[config.mk]
export PLATFORM = sky130hd
export DESIGN_NAME = page_write_buffer
export DESIGN_NICKNAME = d
export VERILOG_FILES = /design/src/rtl/page_write_buffer.sv
export SDC_FILE = /design/constraint.sdc
export NUM_CORES = 1
export LEC_CHECK = 0
export ABC_AREA = 1
export BUFFER_PORTS_ARGS = -buffer_cell sky130_fd_sc_hd__buf_2
export CORE_UTILIZATION = 50
export DETAILED_ROUTE_END_ITERATION = 10
export PLACE_DENSITY = 0.64
export SLEW_MARGIN = 0
export SYNTH_ARGS = -nofsm -noshare
export SYNTH_HDL_FRONTEND = slang
export SYNTH_SLANG_ARGS = --single-unit
[constraint.sdc]
create_clock -name clk -period 2.8 [get_ports clk]
set_input_delay 0.42 -clock clk [delete_from_list [all_inputs] [get_ports clk]]
set_output_delay 0.42 -clock clk [all_outputs]
set_load 0.01 [all_outputs]
[src/rtl/page_write_buffer.sv]
module page_write_buffer #(
  parameter int ADDR_W    = 7,
  parameter int DATA_W    = 8,
  parameter int OFS_W     = 4,
  parameter int WR_CYCLES = 250000
) (
  input  logic              clk,
  input  logic              rst_n,
  input  logic              addr_load,
  input  logic [ADDR_W-1:0] addr_in,
  input  logic              push,
  input  logic [DATA_W-1:0] push_data,
  input  logic              commit,
  input  logic              abort,
  input  logic              wp,
  output logic              wr_en,
  output logic [ADDR_W-1:0] wr_addr,
  output logic [DATA_W-1:0] wr_data,
  output logic              busy
);
  localparam int DEPTH = 1 << OFS_W;
  localparam int PG_W  = ADDR_W - OFS_W;
  localparam int CNT_W = $clog2(WR_CYCLES + 1);

  logic [PG_W-1:0]   page_q;
  logic [OFS_W-1:0]  ofs_q;
  logic [DATA_W-1:0] data_q [DEPTH];
  logic [DEPTH-1:0]  vld_q;
  logic              busy_q;
  logic              prot_q;
  logic [CNT_W-1:0]  cnt_q;
  logic [OFS_W:0]    scan_q;

  logic take_push;
  assign take_push = !busy_q && push && !abort && !commit && !addr_load;

  always_ff @(posedge clk) begin
    if (take_push) data_q[ofs_q] <= push_data;
  end

  always_ff @(posedge clk or negedge rst_n) begin
    if (!rst_n) begin
      page_q <= '0;
      ofs_q  <= '0;
      vld_q  <= '0;
      busy_q <= 1'b0;
      prot_q <= 1'b0;
      cnt_q  <= '0;
      scan_q <= '0;
    end else if (!busy_q) begin
      if (abort) begin
        vld_q <= '0;
      end else if (commit) begin
        if (|vld_q) begin
          busy_q <= 1'b1;
          cnt_q  <= CNT_W'(WR_CYCLES - 1);
          scan_q <= '0;
          prot_q <= wp && page_q[PG_W-1];
        end
      end else if (addr_load) begin
        page_q <= addr_in[ADDR_W-1:OFS_W];
        ofs_q  <= addr_in[OFS_W-1:0];
      end else if (push) begin
        vld_q[ofs_q] <= 1'b1;
        ofs_q        <= ofs_q + 1'b1;
      end
    end else begin
      if (!scan_q[OFS_W]) scan_q <= scan_q + 1'b1;
      if (cnt_q == '0) begin
        busy_q <= 1'b0;
        vld_q  <= '0;
      end else begin
        cnt_q <= cnt_q - 1'b1;
      end
    end
  end

  assign wr_en   = busy_q && !scan_q[OFS_W] && vld_q[scan_q[OFS_W-1:0]] && !prot_q;
  assign wr_addr = {page_q, scan_q[OFS_W-1:0]};
  assign wr_data = data_q[scan_q[OFS_W-1:0]];
  assign busy    = busy_q;

  a_r4_rise_needs_commit: assert property (@(posedge clk) disable iff (!rst_n)
    $rose(busy_q) |-> ($past(commit) && !$past(abort)));

  a_r6_write_only_busy: assert property (@(posedge clk) disable iff (!rst_n)
    wr_en |-> busy_q);

  a_r7_protected_first_slot: assert property (@(posedge clk) disable iff (!rst_n)
    ($rose(busy_q) && $past(wp) && page_q[PG_W-1]) |-> !wr_en);

  a_r9_page_stable: assert property (@(posedge clk) disable iff (!rst_n)
    (busy_q && $past(busy_q)) |-> $stable(page_q));

  a_r2_offset_step: assert property (@(posedge clk) disable iff (!rst_n)
    take_push |=> (ofs_q == OFS_W'($past(ofs_q) + 1'b1)));

  a_r5_end_at_zero: assert property (@(posedge clk) disable iff (!rst_n)
    $fell(busy_q) |-> ($past(cnt_q) == '0));
endmodule

**After elaboration in Yosys (flattened, before gate mapping)**

Memory sizes are Yosys's and may differ from the RTL's.
Index checks and enable logic that the tools add are counted.

- Bits in registers: 48
- Bits in latches: 0
- RAM bits: 128
- Memory bits (read-only): 0
- Bits of input ports: 22
- Output and inout port bits: 17
- Logic and storage cells: 82
- Memories: 1

Memory list:

| name | words | bits a word | read ports | clocked after Yosys merged registers in | write ports | RTL line | RTL |
|---|---|---|---|---|---|---|---|
| data_q | 16 | 8 | 1 | 0 | 1 | 27 | `logic [DATA_W-1:0] data_q [DEPTH];` |

- Add/sub/neg operators: 3
- $mul: 0
- Div/mod/pow operators: 0
- $lt $le $gt $ge: 3
- Equal/unequal tests: 6
- Shifts and indexed selects: 0
- Mux-type cells: 29
- Bitwise logic cells: 4
- Reduce and logical (&&, ||, !) cells: 28

Operator list:

| operator | number |
|---|---|
| $mux 16 | 6 |
| $mux 18 | 5 |
| $mux 5 | 5 |
| $reduce_and 4->1 | 6 |
| $logic_not 18->1 | 1 |
| $sub 18x1->18 const B | 1 |
| $or 16x16->16 | 1 |
| $reduce_or 16->1 | 1 |
| $lt 4x5->1 const B | 2 |
| $logic_and 1x1->1 | 9 |
| $mux 1 | 9 |
| $mux 4 | 2 |
| $logic_not 1->1 | 6 |
| $ne 3x1->1 const B | 2 |
| $reduce_bool 2->1 | 3 |
| $add 5x1->5 const B | 1 |
| $add 4x1->4 const B | 1 |
| $bmux 1 s4 | 1 |
| $demux 1 s4 | 1 |
| $ge 4x1->1 const B | 1 |
| $ne 2x1->1 const B | 2 |
| $ne 2x2->1 const B | 2 |
| $not 1->1 | 3 |
| $reduce_and 3->1 | 1 |
| $reduce_bool 3->1 | 1 |

**Logic depth before layout (Yosys ltp)**

- Word-level depth: 10
- Mapped depth: 10

**Worst setup path after synthesis**

Ideal clock, no wire load.

- Path type: reg-to-reg
- Start: reg busy_q (netlist: busy)
- End: mem data_q[10][0] (enable)
- Setup time: 383 ps
- Arrival time: 1830 ps
- Required time: 2417 ps
- Setup slack: 587 ps
- Cell stages (with the launch flop): 8
- Buffers on the path: 2
- Period minus slack after synthesis: 2213 ps
- Cell sequence: dfrtp_1 -> buf_4 -> inv_2 -> nand3_1 -> nor2_1 -> nand2_1 -> buf_2 -> nor3_1

- Cells in the longest elaborated chain, start to end: 7

RTL lines:

| what | RTL line | RTL |
|---|---|---|
| start, declared | 29 | `logic busy_q;` |
| start signal, assigned | 46 | `busy_q <= 1'b0;` |
| start signal, assigned | 55 | `busy_q <= 1'b1;` |
| start signal, assigned | 70 | `busy_q <= 1'b0;` |
| $logic_not 1->1 | - |  |
| $logic_and 1x1->1 (4 in series) | 35 | `assign take_push = !busy_q && push && !abort && !commit && !addr_load;` |
| $mux 1 | 38 | `if (take_push) data_q[ofs_q] <= push_data;` |
| $mux 1 (not written as such) | 38 |  |
| end, declared | 27 |  |

Every way passes these cells.

**Worst setup path in the final report**

- Start: reg scan_q[0]
- End: out wr_en

- Cells in the longest elaborated chain, start to end: 4

RTL lines:

| what | RTL line | RTL |
|---|---|---|
| start, declared | 32 | `logic [OFS_W:0] scan_q;` |
| start signal, assigned | 68 | `if (!scan_q[OFS_W]) scan_q <= scan_q + 1'b1;` |
| $bmux 1 s4 | 78 | `assign wr_en = busy_q && !scan_q[OFS_W] && vld_q[scan_q[OFS_W-1:0]] && !prot_q;` |
| $mux 1 (not written as such) | 78 |  |
| $logic_and 1x1->1 (2 in series) | 78 |  |
| end, declared | 16 | `output logic wr_en,` |

Every way passes these cells. The select of a mux whose other input is x is not followed.

==> impl_metrics.ini <==
[placed_design]
dpl_cell_area_sq_um = 8641
place_congestion = 0.8671
port_buffers = 38
dp_hpwl_um = 12530

[floorplan]
rows = 46
dieHeight_um = 129.7
fp.dieW_um = 129.7
coreArea_sq_um = 15890
pin_count = 39
initial_core_util = 0.5132
dieArea_sq_um = 16820

[logic_synthesis]
synth-seq-cells = 176
synth_nets = 841
ys_seq_area_frac = 0.6189
synth_area_sq_um = 8152
ys.warnings.count = 0
synth_top_area_cell = edfxtp_1
synth.distinct_cells = 35
synthTopCellsByArea = edfxtp_1 (47%), dfrtp_1 (15%), nand2_1 (6.4%), nor2_1 (6.1%), o21ai_0 (5.3%)
syn_avg_cell_area_sq_um = 10.03
synthCells = 813
synth.top_cell.area_share = 0.4715

[clocking]
worstSkewPairLatency_ns = 0.44
clock_path_buffers = 2
root_buffer = clkbuf_16
numCtsBuffers = 17
cts_tree = done
path_clk_slew_ns = 0.08
cts.sink_count = 176
htree_num_levels = 4
cts_setup_buffers = 0

[power]
switchingPower_mw = 1.241
power_leakage_nw = 3.498
total_power_mw = 5.279
p_comb_frac = 0.013
power_frac_seq = 0.530
pwr-share-clk = 0.457
p_per_area_nw_per_um2 = 569.6
swShare = 0.2351
ir_drop_v = 0.0004645
p_int_mw = 4.038

[timing]
setup_viol = 0
fin_crit_sh = 0.9092
holdWs_ns = -0.01242
skew_ns = 0.009172
final_hold_viol_count = 5
max_freq_mhz = 392.8
slew_violations = 0
period_needed_ns = 2.546
max_slew_margin = 0.5900
fin_tns_setup_ns = 0
worstMarginPinSlew_ns = 0.6150
rsz0062_at_grt = no

[setup_path]
critPathMaxFanout = 81
cp.required_ns = 2.38
critical_path_class = reg2out
cp.arrival_ns = 2.13
end_kind = output pin
crit_path_start_kind = flop

[route]
viasPerCell = 5.575
dr.pass1.iters = 6
wl_per_cell_um = 17.78
drt_iter0_drc = 691
wl_um = 19330
vias = 6060
ant_nets = 0
drc = 0

[grt]
antenna_found_initial = 0
grt_pass1_vias = 5705
track_usage = 0.2464
grt_max_degree = 82
grt.overflow.total = 0
grt_pass1_wl_um = 30560

[min_path]
worst_hold_path_type = in2async

[finish]
nets = 886
design_area_sq_um = 9268
antenna_cells = 0
final_util = 0.5834
fillers = 1398
drive_above_1_share = 0.1619
area_growth_pct = 13.69

[job]
cap_violations = 0

[status]
violations = negative hold slack
status = finished with violations
cell usage after synthesis (all sizes together):
cell / count
nand2: 149
nor2: 139
edfxtp: 128
o21ai: 103
nand3: 73
dfrtp: 48
inv: 42
o211ai: 24
clkbuf: 22
buf: 20
nor3: 17
o22ai: 17
ha: 6
a21oi: 5
clkinv: 4
nand4: 4
xnor2: 3
nand3b: 2
or2: 2
xor2: 2
a31oi: 1
nor3b: 1
o31ai: 1
through the flow:
stage	worst slack [ns]	std cells
after global placement	0.6131	1055
after floorplan	0.5871	813
final	0.2542	1087
after detailed placement	0.6125	1055
after CTS	0.1325	1087
after global routing	0.09680	1087
what timing repair did:
item / CTS / global route
gates resized for setup: 0 / 2
endpoints found under the setup margin: 0 / 7
hold buffers: 0 / 0
worst max-delay path, cell delays in order, from the launching register on:
cell	delay (ns)
dfrtp_2	0.40
buf_6	0.46
o21ai_0	0.16
o21ai_0	0.18
nand2_1	0.07
nand2_1	0.06
inv_1	0.04
a21oi_1	0.14
buf_2	0.15
logic make-up after synthesis:
logic type	after synthesis	share of synthesized area
XOR/XNOR	5	0.005373
AND/OR/NAND/NOR	387	0.2071
buffers and inverters	88	0.04850
adder cells (fa/ha/maj)	6	0.009209
flip-flops	176	0.6189
AO/OA/AOI/OAI	151	0.1110
flip-flops by register name (all words and copies together) (netlist names):
register	cells
prot_q	1
cnt_q	18
page_q	3
vld_q	16
scan_q	5
busy	1
data_q	128
ofs_q	4
worst paths after layout:
path                                  startpoint                     end  slack [ns]  cells after the start
setup / recovery           scan_q[0]$_DFFE_PN0P_                   wr_en        0.25                      8
hold / removal                             rst_n   cnt_q[11]$_DFFE_PN0P_       -0.01                      1
setup reg to reg                  busy$_DFF_PN0_  data_q[7][1]$_DFFE_PP_        0.66                      6
hold reg to reg            page_q[0]$_DFFE_PN0P_   page_q[0]$_DFFE_PN0P_        0.48                      2
max in group asynchronous                  rst_n    vld_q[8]$_DFFE_PN0P_        2.25                      2
min in group clk                      addr_in[4]   page_q[0]$_DFFE_PN0P_        0.18                      3
power groups by stage:
stage | registers [mW] | clock network, mW | logic (mW)
5_1_grt | 2.80 | 2.55 | 0.0805
2_1_floorplan | 2.86 | 0 | 0.00706
3_3_place_gp | 2.85 | 0 | 0.0705
6_report | 2.80 | 2.41 | 0.0707
4_1_cts | 2.80 | 2.44 | 0.0729
3_5_place_dp | 2.85 | 0 | 0.0735
per-layer routing:
metal  share of wire  GRT usage  up-vias  wire length (um)
met3           0.070    0.05904       23              1352
met5               0          0        -                 0
met4           0.015    0.08345        0               294
li1                -          -     2903                 -
met1            0.44     0.3415     2894              8534
met2            0.47     0.3822      240              9147
area by class of cell:
type,count,area [sq um],share of cell area
sequential,176,5046,0.5445
multi-input combinational,549,2711,0.2926
timing repair buffer,68,444.2,0.04793
clock buffer,17,425.4,0.04590
tap,216,270.3,0.02916
clock inverter,15,193.9,0.02093
inverter,46,176.4,0.01904
layout by cell type, fill, tap and decap left out, drive strengths merged, types with 2 or more instances in the layout:
cell type,Yosys,layout
o211ai,24,24
nor3,17,17
nand2,149,149
edfxtp,128,128
clkbuf,22,17
dfrtp,48,48
o22ai,17,17
or2,2,2
nand3b,2,2
ha,6,6
a21oi,5,5
inv,42,49
o21ai,103,103
nor2,139,139
buf,20,68
clkinv,4,11
xnor2,3,3
nand4,4,4
xor2,2,2
nand3,73,73
Power figures use the tool's default switching activity.
